File: src/rtl/fwt_pkg.sv
package fwt_pkg;

   // Bits needed to hold values 0..maxval, never less than one.
   function automatic int fwt_bits(input longint maxval);
      int n;
      n = 1;
      while ((longint'(1) << n) <= maxval) n++;
      return n;
   endfunction

   // Action taken by the supervisory counter at a clock edge.
   typedef enum logic [1:0] {
      SUP_ACT_HOLD  = 2'd0,
      SUP_ACT_CLAMP = 2'd1,
      SUP_ACT_STEP  = 2'd2
   } sup_act_e;

endpackage

File: src/rtl/fwt_proof_gate.sv
module fwt_proof_gate #(
   parameter int N_PROOFS = 4
) (
   input  logic [N_PROOFS-1:0] proofs,
   output logic                all_ok
);

   if (N_PROOFS < 1) begin : g_bad_n
      $error("fwt_proof_gate: N_PROOFS must be at least 1");
   end

   logic [N_PROOFS:0] chain;
   assign chain[0] = 1'b1;

   for (genvar i = 0; i < N_PROOFS; i++) begin : g_and
      assign chain[i+1] = chain[i] & proofs[i];
   end

   assign all_ok = chain[N_PROOFS];

endmodule

File: src/rtl/fwt_hw_window.sv
module fwt_hw_window #(
   parameter int unsigned CYCLES = 880_000
) (
   input  logic clk,
   input  logic rst,
   input  logic start,
   output logic expired
);

   localparam int W = fwt_pkg::fwt_bits(longint'(CYCLES));
   localparam logic [W-1:0] LIMIT = W'(CYCLES);

   if (CYCLES < 1) begin : g_bad_len
      $error("fwt_hw_window: CYCLES must be at least 1");
   end

   logic [W-1:0] held_q;
   logic         at_limit;

   assign at_limit = (held_q == LIMIT);

   // Counts edges with start continuously high, saturating at LIMIT.
   always_ff @(posedge clk) begin
      if (rst || !start) begin
         held_q <= '0;
      end else if (!at_limit) begin
         held_q <= held_q + 1'b1;
      end
   end

   assign expired = start & at_limit;

   a_r3_restart_on_drop : assert property (@(posedge clk) disable iff (rst)
      !start |=> (held_q == '0))
      else $error("a_r3_restart_on_drop");

   a_r2_steady_count : assert property (@(posedge clk) disable iff (rst)
      (start && !at_limit) |=> (held_q == $past(held_q) + 1'b1))
      else $error("a_r2_steady_count");

   a_r2_no_overshoot : assert property (@(posedge clk) disable iff (rst)
      held_q <= LIMIT)
      else $error("a_r2_no_overshoot");

endmodule

File: src/rtl/fwt_sup_timer.sv
module fwt_sup_timer #(
   parameter int unsigned FULL     = 27300,
   parameter int unsigned CEILING  = 16380,
   parameter bit          CLAMP_EN = 1'b1
) (
   input  logic clk,
   input  logic rst,
   input  logic tick,
   input  logic contactor,
   input  logic start,
   output logic done
);
   import fwt_pkg::*;

   localparam int W = fwt_bits(longint'(FULL));
   localparam logic [W-1:0] LOAD = W'(FULL);
   localparam logic [W-1:0] CEIL = W'(CEILING);

   if (FULL < 1) begin : g_bad_full
      $error("fwt_sup_timer: FULL must be at least 1");
   end
   if (CLAMP_EN && (CEILING >= FULL)) begin : g_bad_ceil
      $error("fwt_sup_timer: CEILING must be below FULL");
   end

   logic [W-1:0] cnt_q;
   logic         done_q;
   logic         clamp_hit;
   logic         step_ok;
   sup_act_e     act;

   if (CLAMP_EN) begin : g_clamp
      assign clamp_hit = start & (cnt_q > CEIL);
   end else begin : g_noclamp
      assign clamp_hit = 1'b0;
   end

   assign step_ok = tick & contactor;

   always_comb begin
      if (clamp_hit) begin
         act = SUP_ACT_CLAMP;
      end else if (step_ok && (cnt_q != '0)) begin
         act = SUP_ACT_STEP;
      end else begin
         act = SUP_ACT_HOLD;
      end
   end

   always_ff @(posedge clk) begin
      if (rst) begin
         cnt_q  <= LOAD;
         done_q <= 1'b0;
      end else begin
         case (act)
            SUP_ACT_CLAMP: cnt_q <= CEIL;
            SUP_ACT_STEP:  cnt_q <= cnt_q - 1'b1;
            default:       cnt_q <= cnt_q;
         endcase
         if (step_ok && (cnt_q <= W'(1)) && !clamp_hit) begin
            done_q <= 1'b1;
         end
      end
   end

   assign done = done_q;

   a_r5_reset_load : assert property (@(posedge clk)
      rst |=> (cnt_q == LOAD && !done_q))
      else $error("a_r5_reset_load");

   a_r6_hold_without_tick : assert property (@(posedge clk) disable iff (rst)
      (!step_ok && !clamp_hit) |=> $stable(cnt_q))
      else $error("a_r6_hold_without_tick");

   a_r7_ceiling : assert property (@(posedge clk) disable iff (rst)
      clamp_hit |=> (cnt_q == CEIL))
      else $error("a_r7_ceiling");

   a_r8_done_sticky : assert property (@(posedge clk) disable iff (rst)
      done_q |=> done_q)
      else $error("a_r8_done_sticky");

   a_r8_done_at_zero : assert property (@(posedge clk) disable iff (rst)
      $rose(done_q) |-> (cnt_q == '0))
      else $error("a_r8_done_at_zero");

endmodule

File: src/rtl/fil_warmup_timer.sv
module fil_warmup_timer #(
   parameter int unsigned HW_CYCLES = 880_000,
   parameter int unsigned SUP_FULL  = 27300,
   parameter int unsigned SUP_CLAMP = 16380,
   parameter bit          CLAMP_EN  = 1'b1
) (
   input  logic clk,
   input  logic rst,
   input  logic tick_en,
   input  logic prf_cur_a,
   input  logic prf_cur_b,
   input  logic prf_volt_a,
   input  logic prf_volt_b,
   input  logic contactor_ok,
   output logic relay_start,
   output logic sup_done,
   output logic warm_done
);

   localparam int N_PROOFS = 4;

   logic [N_PROOFS-1:0] proofs;
   logic                start_w;
   logic                hw_expired;
   logic                sup_w;

   assign proofs = {prf_volt_b, prf_volt_a, prf_cur_b, prf_cur_a};

   fwt_proof_gate #(.N_PROOFS(N_PROOFS)) u_gate (
      .proofs (proofs),
      .all_ok (start_w)
   );

   fwt_hw_window #(.CYCLES(HW_CYCLES)) u_hw (
      .clk     (clk),
      .rst     (rst),
      .start   (start_w),
      .expired (hw_expired)
   );

   fwt_sup_timer #(
      .FULL     (SUP_FULL),
      .CEILING  (SUP_CLAMP),
      .CLAMP_EN (CLAMP_EN)
   ) u_sup (
      .clk       (clk),
      .rst       (rst),
      .tick      (tick_en),
      .contactor (contactor_ok),
      .start     (start_w),
      .done      (sup_w)
   );

   assign relay_start = start_w;
   assign sup_done    = sup_w;
   assign warm_done   = hw_expired & sup_w;

   a_r1_start_needs_proofs : assert property (@(posedge clk) disable iff (rst)
      relay_start |-> (prf_cur_a && prf_cur_b && prf_volt_a && prf_volt_b))
      else $error("a_r1_start_needs_proofs");

   a_r9_warm_needs_sup : assert property (@(posedge clk) disable iff (rst)
      warm_done |-> (sup_done && relay_start))
      else $error("a_r9_warm_needs_sup");

   a_r4_drop_clears : assert property (@(posedge clk) disable iff (rst)
      !relay_start |-> !warm_done)
      else $error("a_r4_drop_clears");

endmodule

File: config.mk
export PLATFORM = sky130hd
export DESIGN_NAME = fil_warmup_timer
export DESIGN_NICKNAME = d
export VERILOG_FILES = /design/src/rtl/fwt_pkg.sv /design/src/rtl/fwt_proof_gate.sv /design/src/rtl/fwt_hw_window.sv /design/src/rtl/fwt_sup_timer.sv /design/src/rtl/fil_warmup_timer.sv
export SDC_FILE = /design/constraint.sdc
export NUM_CORES = 1
export LEC_CHECK = 0
export ABC_AREA = 0
export BUFFER_PORTS_ARGS = -buffer_cell sky130_fd_sc_hd__buf_2
export CAP_MARGIN = 20
export CORE_ASPECT_RATIO = 1.75
export CORE_MARGIN = 3
export CORE_UTILIZATION = 67
export CTS_BUF_LIST = sky130_fd_sc_hd__clkbuf_4 sky130_fd_sc_hd__clkbuf_8
export CTS_CLUSTER_SIZE = 10
export DETAILED_ROUTE_END_ITERATION = 7
export HOLD_SLACK_MARGIN = 0.03
export PLACE_DENSITY_LB_ADDON = 0.15
export SKIP_LAST_GASP = 1
export SYNTH_ARGS = -nofsm -noshare
export SYNTH_HDL_FRONTEND = slang
export SYNTH_SLANG_ARGS = --single-unit
File: constraint.sdc
create_clock -name clk -period 3.8 [get_ports clk]
set_clock_uncertainty 0.15 [all_clocks]
set_input_delay 0.38 -clock clk [delete_from_list [all_inputs] [get_ports clk]]
set_output_delay 0.38 -clock clk [all_outputs]
set_load 0.005 [all_outputs]
Word level (Yosys, flattened, before mapping) --
Cells that the tools add are included. W data, S select, Z words.
Operators by class: $add $sub $neg 2, multipliers 0, div/mod/pow operators 0, magnitude comparators 2, equal/unequal tests 3, shift operators 0, mux-type cells 3, bitwise gates (word level) 7, reduce and logical (&&, ||, !) cells 8
Operators by type and width (number):
- $pmux W15 S2 | 1
- $add A20 B1 Y20 const B | 1
- $eq A20 B20 Y1 const B | 1
- $gt A15 B14 Y1 const B | 1
- $le A15 B1 Y1 const B | 1
- $reduce_bool A15 Y1 | 1
- $sub A15 B1 Y15 const B | 1
- $and A1 B1 Y1 | 7
- $mux W2 | 2
- $logic_and A1 B1 Y1 | 3
- $eq A2 B1 Y1 const B | 1
- $eq A2 B2 Y1 const B | 1
- $logic_not A1 Y1 | 2
- $reduce_bool A2 Y1 | 1
- $logic_or A1 B1 Y1 | 1
Word-level totals: register bits after elaboration 36, bits in latches 0, memory bits (writable) 0, ROM bits 0, input bits 8, word-level logic and storage cells 28, memories 0

Depth between registers and ports, before layout --
Gate-level depths: netlist of run 1.
depth in word-level cells 7, depth in mapped cells 6, depth with buffers taken out 6

Cells and area by module --
A second synthesis of run 1 with hierarchy kept.
Unflattened totals: cells, all modules 219, area total of the unflattened synthesis 1899.3 um^2
By module, submodules not included:
- fwt_hw_window | times used 1, cells each 113, area each 998.5 um^2
- fwt_sup_timer | times used 1, cells each 104, area each 885.8 um^2
- fwt_proof_gate | times used 1, cells each 1, area each 8.8 um^2
- fil_warmup_timer | times used 1, cells each 1, area each 6.3 um^2

Least setup slack after synthesis of run 1 --
OpenSTA, ideal clock, no wires.
path type flip-flop to flip-flop, from register u_sup.cnt_q[7], to register u_sup.cnt_q[14], arrival time 2.036 ns, required time 3.535 ns, path slack 1.499 ns, cell stages (with the launch flop) 6, buffers on the path 1, clock period less this slack 2.301 ns, cell sequence dfxtp_1 -> or4_4 -> buf_6 -> or3_4 -> or4_1 -> and3_1
Between the ends: word-level cells in the longest chain between the ends 6, elaborated cells on any way between the ends 11
Ends and longest elaborated chain:
- start: declaration | line fwt_sup_timer.sv:26 | logic [W-1:0] cnt_q;
- start signal: assignment | line fwt_sup_timer.sv:57 | SUP_ACT_STEP: cnt_q <= cnt_q - 1'b1;
- start signal: assignment | line fwt_sup_timer.sv:58 | default: cnt_q <= cnt_q;
- parallel branches: the longest is 6 deep, another holds $gt A15 B14 Y1
Several ways; the timed one is not identified. A chain may end at the register's enable or synchronous reset.

Worst setup path in the final report of run 1 --
from register u_sup.cnt_q[0], to register u_sup.cnt_q[11]
Same word-level chain as after synthesis.

==> flow_summary.toml, run 1 <==
[floorplan]
die_w_um = 46.6
die-area_mm2 = 0.00358
rows = 25
die_y_um = 77.0
io_pins = 11
start_util_pct = 70.9
core_mm2 = 0.00272

[synthesis]
synth_ff_type = "dfxtp_1"
async_reset_ff_share_pct = 0
ys_ff_latch = 36
synth_top_area_share_pct = 37.4
synth_area_mm2 = 0.00193
synth-edff-count = 0
synth_top_area_cell = "dfxtp_1"
synth_warnings = 0
netlist_top_cells_area = "dfxtp_1 37%, nand3_1 6.0%, nor2_1 4.1%"
synth_cells = 232
synth.distinct_cells = 46
avgSynthCellArea_um2 = 8.32
synth_nets = 245
ys_seq_area_share_pct = 37.4

[placed_design]
gp_congestion = 0.883
dpl.hpwl_um = 3430
io_buffer_count = 10
placed_area_mm2 = 0.00198

[setup_path]
cp_cell_sequence = "inv_1 > ha_1 > or4b_2 > nor3_1 > or4_2 > nand3_1"
worstPathRequired_ns = 3.79
rrSetupSlack_ns = 1.19
critPathMaxFanout = 9
worst-setup-path-type = "reg -> reg"
max_stage_delay_ns = 0.67
crit_slowest_cell = "or4b_2"
end_kind = "flop"
crit_path_start_kind = "flop"
cp.arrival_ns = 2.60

[clock_tree]
cts_root_buf = "clkbuf_8"
path_clk_slew_ns = 0.07
post_cts_buffers = 0
clkSinkCount = 36
h-tree-depth = 2
numCtsBuffers = 5
cts.path.max_buffers = 2
hold_buffers = 0
clk_latency_ns = 0.29
post_cts_resized = 0
cts_tree = "built"

[min_path]
min_path_type = "in -> reg"

[drt]
drc = 0
wl_per_cell_um = 17.0
vias_per_cell = 6.87
num_vias = 1868
routed_wl_um = 4630
firstDrtPassIters = 4
dr.first_iter.drc_count = 64
antenna_left = 0

[global_routing]
grt-ovfl-total = 0
grt_pass1_vias = 1849
grt_max_degree = 19
antenna_found_initial = 0
grtUsageTotal_pct = 30.1
grt_pass1_wl_um = 8080

[sta]
setup_viol_count_final = 0
fin_tns_setup_ns = 0
period_share_pct = 68.6
worst_slew_pin_slew_ns = 0.756
slew_violations = 0
final_hold_viol_count = 0
slew_headroom_pct = 49.6
clock.fmax_mhz = 383
post-route-min-period_ns = 2.61
rsz0062_at_grt = "false"

[cells_and_area]
nets = 257
diodes = 0
synthToLayoutAreaGrowth_pct = 8.56
drive_gt1_share_pct = 11.8
stdcell_area_mm2 = 0.00209

[pwr]
leakagePower_nw = 0.704
max-vdd-ir-drop_uv = 408
power_density_mw_per_mm2 = 367

[outcome]
outcome = "finished clean"

[flow_run]
max-cap-violations = 0
-- critical path: cells and delay by family (launching register included) --
kind / cells / cell delay (ns)
buffers and inverters: 1 / 0.12
and+or+nand+nor: 4 / 1.64
adders and majority gates: 1 / 0.19
DFF: 1 / 0.36
-- placed cells by master (no fill, tap or decap), drive strengths merged, types with 2 or more instances in the layout --
cell | Yosys | routed
nand3 | 23 | 23
nor3 | 6 | 6
or4 | 9 | 9
nand4 | 6 | 6
o31ai | 5 | 5
o21ai | 10 | 10
buf | 1 | 10
and3 | 3 | 3
o21a | 3 | 3
nor2b | 2 | 2
or3 | 12 | 12
inv | 10 | 10
or4b | 3 | 3
nor4 | 6 | 6
and4 | 2 | 2
nor4b | 2 | 2
xor2 | 3 | 3
a21oi | 13 | 13
dfxtp | 36 | 36
o211ai | 2 | 2
nor2 | 21 | 21
xnor2 | 7 | 7
nand2 | 16 | 16
clkbuf | 4 | 5
o311ai | 2 | 2
o41ai | 4 | 4
or2 | 4 | 4
nand4b | 2 | 2
ha | 5 | 5
-- stage by stage --
| stage | utilization [%] | total power, W | instances | setup WS (ns) | hold WS, ns |
|---|---|---|---|---|---|
| after floorplan | - | 0.000423 | 232 | 1.50 | 0.298 |
| after global placement | 72.9 | 0.000435 | 264 | 1.31 | 0.309 |
| after detailed placement | 72.9 | 0.000438 | 264 | 1.19 | 0.320 |
| after CTS | 77.0 | 0.000773 | 272 | 1.19 | 0.257 |
| after global routing | 77.0 | 0.000804 | 272 | 0.959 | 0.277 |
| final | 77.0 | 0.000769 | 272 | 1.19 | 0.275 |
-- sequential cells by signal, indices dropped and copies added (netlist names) --
name / cells
u_sup.done: 1
u_sup.cnt_q: 15
u_hw.held_q: 20
-- per-layer routing --
layer	vias to the layer above	GRT usage [%]	wire (µm)
met5	-	0	0
met4	0	19.7	225
met3	21	4.93	111
met2	43	51.0	2590
met1	910	31.3	1700
li1	894	-	-
-- report_power, final --
part | internal [W] | switching, W | leakage [nW] | total [W]
Combinational | 0.0000151 | 0.0000237 | 0.358 | 0.0000388
Clock | 0.000194 | 0.000144 | 0.0541 | 0.000338
Sequential | 0.000383 | 0.00000853 | 0.291 | 0.000392
Total | 0.000592 | 0.000177 | 0.704 | 0.000769
-- final cells by class --
cell class                      count  area [µm²]
Inverter                           10        37.5
Sequential cell                    36         721
Clock inverter                      3        42.5
Multi-Input combinational cell    181        1140
Fill cell                         220         627
Tap cell                           27        33.8
Clock buffer                        5        68.8
Timing Repair Buffer               10        50.0
-- synthesized netlist by cell type (all sizes together) (7+ instances only) --
library cell / number
xnor2: 7
inv: 10
nand2: 16
nand3: 23
a21oi: 13
o21ai: 10
or3: 12
or4: 9
dfxtp: 36
nor2: 21
-- path summary, 6_finish.rpt --
check | from | to | depth (start not counted)
setup / recovery | u_sup.cnt_q[0] | u_sup.cnt_q[11] | 6
hold / removal | rst | u_sup.done | 2
setup reg to reg | u_sup.cnt_q[0] | u_sup.cnt_q[11] | 6
hold reg to reg | u_sup.done | u_sup.done | 2
-- logic make-up (layout without fill, tap and decap cells) --
kind of cell | after synthesis | count (layout) | synth area share, %
AOI/OAI and AO/OA | 45 | 45 | 15.1
adders and majority gates | 5 | 5 | 3.24
buffers and inverters | 15 | 28 | 3.50
DFF | 36 | 36 | 37.4
and+or+nand+nor | 121 | 121 | 36.3
xor gates and xnor gates | 10 | 10 | 4.54
No activity file was read; power rests on OpenSTA's default activity.
==> run 2: changes to the inputs <==
--- a/config.mk
+++ b/config.mk
@@ -10,7 +10,7 @@
 export CAP_MARGIN = 20
 export CORE_ASPECT_RATIO = 1.75
 export CORE_MARGIN = 3
-export CORE_UTILIZATION = 67
+export CORE_UTILIZATION = 63
 export CTS_BUF_LIST = sky130_fd_sc_hd__clkbuf_4 sky130_fd_sc_hd__clkbuf_8
 export CTS_CLUSTER_SIZE = 10
 export DETAILED_ROUTE_END_ITERATION = 7
==> constraint.sdc (replaced) <==
create_clock -name clk -period 2.7 [get_ports clk]
set_clock_uncertainty 0.15 [all_clocks]
set_input_delay 0.27 -clock clk [delete_from_list [all_inputs] [get_ports clk]]
set_output_delay 0.27 -clock clk [all_outputs]
set_load 0.005 [all_outputs]
==> flow_summary.toml, run 2 (synthesis results as in run 1) <==
[sta]
clock.fmax_mhz = 412
worst_slew_pin_slew_ns = 0.717
slew_violations = 0
period_share_pct = 89.9
post-route-min-period_ns = 2.43
final_hold_viol_count = 0
setup_viol_count_final = 0
slew_headroom_pct = 52.2
fin_tns_setup_ns = 0
rsz0062_at_grt = "false"
fin_ws_ns = 0.273

[cells_and_area]
synthToLayoutAreaGrowth_pct = 8.43
final_cell_mix = "36 x dfxtp_1, 23 x nand3_1, 21 x nor2_1"
diodes = 0
nets = 259
drive_gt1_share_pct = 12.6
regMostFlops = "u_hw.held_q"
final_common_cell = "dfxtp_1"
instances_no_fill = 275
largest_reg_flops = 20
stdcell_area_mm2 = 0.00209

[drt]
vias_per_cell = 6.64
drc = 0
dr.first_iter.drc_count = 58
routed_wl_um = 4810
antenna_left = 0
firstDrtPassIters = 4
num_vias = 1827
wl_per_cell_um = 17.5

[floorplan]
start_util_pct = 65.9
die_y_um = 79.2
die-area_mm2 = 0.00379
die_w_um = 47.8
core_mm2 = 0.00293
rows = 26
io_pins = 11

[outcome]
outcome = "finished clean"

[setup_path]
worstPathRequired_ns = 2.73
rrSetupSlack_ns = 0.27
critPathMaxFanout = 9
worst-setup-path-type = "reg -> reg"
crit_path_start_kind = "flop"
end_kind = "flop"
r2r-end = "u_sup.cnt_q[1]"
worstRegToRegCells = 6
r2r-start = "u_sup.cnt_q[0]"
cp.arrival_ns = 2.46

[clock_tree]
h-tree-depth = 2
hold_buffers = 0
path_clk_slew_ns = 0.07
clkSinkCount = 36
cts.path.max_buffers = 2
clk_latency_ns = 0.29
numCtsBuffers = 5
cts_tree = "built"
post_cts_resized = 0
post_cts_buffers = 0
cts_root_buf = "clkbuf_8"

[global_routing]
grt-ovfl-total = 0
grt_pass1_wl_um = 7860
antenna_found_initial = 0
grt_pass1_vias = 1895
grtUsageTotal_pct = 28.2
grt_max_degree = 19

[pwr]
max-vdd-ir-drop_uv = 465
power_density_mw_per_mm2 = 481
leakagePower_nw = 0.710
total_power_w = 0.00101

[min_path]
hold_path_depth = 2
min_path_type = "in -> reg"
min-delay-start = "rst"
holdPathEnd = "u_sup.done"

[placed_design]
io_buffer_count = 10
gp_congestion = 1.00
place_ws_ns = 0.247
dpl.hpwl_um = 3540
placedCellCount = 267
placed_area_mm2 = 0.00200

[flow_run]
max-cap-violations = 0
## run 2: cell types whose count changed in the layout (fill, tap and decap cells not counted), sizes merged
cell	delta
clkinv	+1
clkinvlp	-1
bufinv	-1
clkbuf	+1
buf	+2
## run 2: critical path: stages (launching register included)
cell	delay (ns)
dfxtp_1	0.36
inv_1	0.12
ha_1	0.21
or4b_2	0.68
nor4_4	0.46
a21oi_1	0.13
o211a_1	0.21
## run 2: final cells by class
cell class / instances / area [µm²]
clock inverter: 2 / 10.0
fill: 241 / 836
timing repair buffer: 12 / 65.1
clock buffer: 6 / 82.6
inverter: 10 / 37.5
tap: 28 / 35.0
sequential: 36 / 721
multi-input combinational: 181 / 1140
## run 2: metrics by stage
stage               hold slack (ns)  util [%]
global route                  0.192      71.5
detailed placement            0.327      68.3
CTS                           0.152      71.5
finish                        0.175      71.5
global placement              0.311      68.3
floorplan                     0.298         -
## run 2: report_power, final
group / leakage (nW) / total (W) / internal [W] / switching [W]
combinational: 0.368 / 0.0000560 / 0.0000215 / 0.0000346
clock: 0.0510 / 0.000398 / 0.000204 / 0.000195
sequential: 0.291 / 0.000552 / 0.000539 / 0.0000122
total: 0.710 / 0.00101 / 0.000764 / 0.000242
## run 2: worst max-delay path by stage
stage | startpoint | to | depth (start not counted)
after floorplan | u_sup.cnt_q[7] | u_sup.cnt_q[14] | 5
after global placement | u_sup.cnt_q[0] | u_sup.cnt_q[1] | 6
after CTS | u_sup.cnt_q[0] | u_sup.cnt_q[1] | 6
after global routing | u_sup.cnt_q[0] | u_sup.cnt_q[1] | 6
after detailed placement | u_sup.cnt_q[0] | u_sup.cnt_q[1] | 6
final | u_sup.cnt_q[0] | u_sup.cnt_q[1] | 6
## run 2: per-layer routing
layer | global-route usage, % | share of wire, %
met5 | 0 | 0
met4 | 17.8 | 4.1
met3 | 6.80 | 4.3
met2 | 50.5 | 55
met1 | 25.3 | 36
==> run 3: changes to the inputs <==
--- a/config.mk
+++ b/config.mk
@@ -10,13 +10,13 @@
 export CAP_MARGIN = 20
 export CORE_ASPECT_RATIO = 1.75
 export CORE_MARGIN = 3
-export CORE_UTILIZATION = 63
+export CORE_UTILIZATION = 56
 export CTS_BUF_LIST = sky130_fd_sc_hd__clkbuf_4 sky130_fd_sc_hd__clkbuf_8
 export CTS_CLUSTER_SIZE = 10
 export DETAILED_ROUTE_END_ITERATION = 7
 export HOLD_SLACK_MARGIN = 0.03
 export PLACE_DENSITY_LB_ADDON = 0.15
-export SKIP_LAST_GASP = 1
+export RECOVER_POWER = 25
 export SYNTH_ARGS = -nofsm -noshare
 export SYNTH_HDL_FRONTEND = slang
 export SYNTH_SLANG_ARGS = --single-unit
==> flow_summary.toml, run 3 (synthesis results as in run 1) <==
[cells_and_area]
drive_gt1_share_pct = 11.7
nets = 259
final_common_cell = "dfxtp_1"
final_cell_mix = "36 x dfxtp_1, 23 x nand3_1, 21 x nor2_1"
largest_reg_flops = 20
synthToLayoutAreaGrowth_pct = 10.2
regMostFlops = "u_hw.held_q"
stdcell_area_mm2 = 0.00213
diodes = 0

[clock_tree]
clk_latency_ns = 0.29
h-tree-depth = 2
post_cts_buffers = 0
path_clk_slew_ns = 0.07
cts_root_buf = "clkbuf_8"
cts.path.max_buffers = 2
post_cts_resized = 0
clkSinkCount = 36
numCtsBuffers = 5
hold_buffers = 0
cts_tree = "built"

[setup_path]
cp_cell_sequence = "inv_1 > ha_1 > or4b_2 > nor4_4 > a21oi_1 > o211a_1"
crit_path_start_kind = "flop"
max_stage_delay_ns = 0.67
end_kind = "flop"
worstPathRequired_ns = 2.73
cp.arrival_ns = 2.45
crit_slowest_cell = "or4b_2"
worst-path-buf-inv = 1
crit_family = "simple AND/OR/NAND/NOR gates"
worst-setup-path-type = "reg -> reg"
critPathMaxFanout = 9

[sta]
slew_headroom_pct = 54.8
clock.fmax_mhz = 414
whs_ns = 0.215
period_share_pct = 89.4
rsz0062_at_grt = "false"
worst_slew_pin_slew_ns = 0.677
final_hold_viol_count = 0
slew_violations = 0
fin_tns_setup_ns = 0
post-route-min-period_ns = 2.41
setup_viol_count_final = 0

[placed_design]
dpl.hpwl_um = 3320
io_buffer_count = 10
gp_congestion = 0.893
placed_area_mm2 = 0.00202

[drt]
wl_per_cell_um = 15.4
num_vias = 1803
dr.first_iter.drc_count = 41
vias_per_cell = 6.22
firstDrtPassIters = 4
antenna_left = 0
routed_wl_um = 4460
drc = 0

[global_routing]
grt_pass1_wl_um = 7700
grt_max_degree = 19
antenna_found_initial = 0
grtUsageTotal_pct = 23.1
grt_pass1_vias = 1789
grt-ovfl-total = 0

[pwr]
power_density_mw_per_mm2 = 506
comb_power_share_pct = 4.9
swShare_pct = 22.6
p_int_w = 0.000833
total_power_w = 0.00108
leakagePower_nw = 0.707
seqPwrFrac_pct = 51.2
p_sw_w = 0.000244
max-vdd-ir-drop_uv = 394
p_clk_share_pct = 43.9

[floorplan]
io_pins = 11
die_y_um = 83.7
die_w_um = 50.4
die-area_mm2 = 0.00421
core_mm2 = 0.00321
rows = 27
start_util_pct = 60.1

[min_path]
min_path_type = "in -> reg"

[flow_run]
max-cap-violations = 0

[outcome]
outcome = "finished clean"
## run 3: path summary, 6_finish.rpt
check / startpoint / to / slack [ns] / depth (start not counted)
worst min register to register: u_sup.done / u_sup.done / 0.33 / 2
worst max register to register: u_sup.cnt_q[0] / u_sup.cnt_q[1] / 0.29 / 6
worst max-delay path: u_sup.cnt_q[0] / u_sup.cnt_q[1] / 0.29 / 6
worst min-delay path: tick_en / u_sup.cnt_q[2] / 0.21 / 4
## run 3: worst min-delay path: stages
cell and delay (ns):
buf_2 0.13, nand3_1 0.10, nand2_1 0.05, nand3_1 0.07
## run 3: per-stage QoR
stage | setup slack (ns) | util, % | instances
2_1_floorplan | 0.399 | - | 232
3_3_place_gp | 0.320 | 62.9 | 282
3_5_place_dp | 0.298 | 62.9 | 282
4_1_cts | 0.281 | 66.4 | 290
5_1_grt | 0.102 | 66.3 | 290
6_report | 0.286 | 66.3 | 290
## run 3: area by class of cell
class,instances,area [µm²]
Inverter,10,37.5
Sequential cell,36,721
Multi-Input combinational cell,181,1140
Fill cell,280,1080
Clock inverter,3,42.5
Tap cell,43,53.8
Clock buffer,5,68.8
Timing Repair Buffer,12,62.6
## run 3: layer usage
layer | vias up | part of all wire, % | track usage (%)
met4 | 0 | 4.8 | 13.2
met3 | 17 | 2.2 | 4.29
li1 | 891 | - | -
met1 | 863 | 36 | 22.3
met5 | - | 0 | 0
met2 | 32 | 57 | 43.2
## run 3: power groups by stage
| stage | clock network (W) | logic (W) | registers [W] |
|---|---|---|---|
| global route | 0.000503 | 0.0000598 | 0.000553 |
| finish | 0.000473 | 0.0000523 | 0.000552 |
| detailed placement | 0 | 0.0000524 | 0.000564 |
| global placement | 0 | 0.0000520 | 0.000564 |
| floorplan | 0 | 0.0000363 | 0.000559 |
| CTS | 0.000484 | 0.0000528 | 0.000551 |
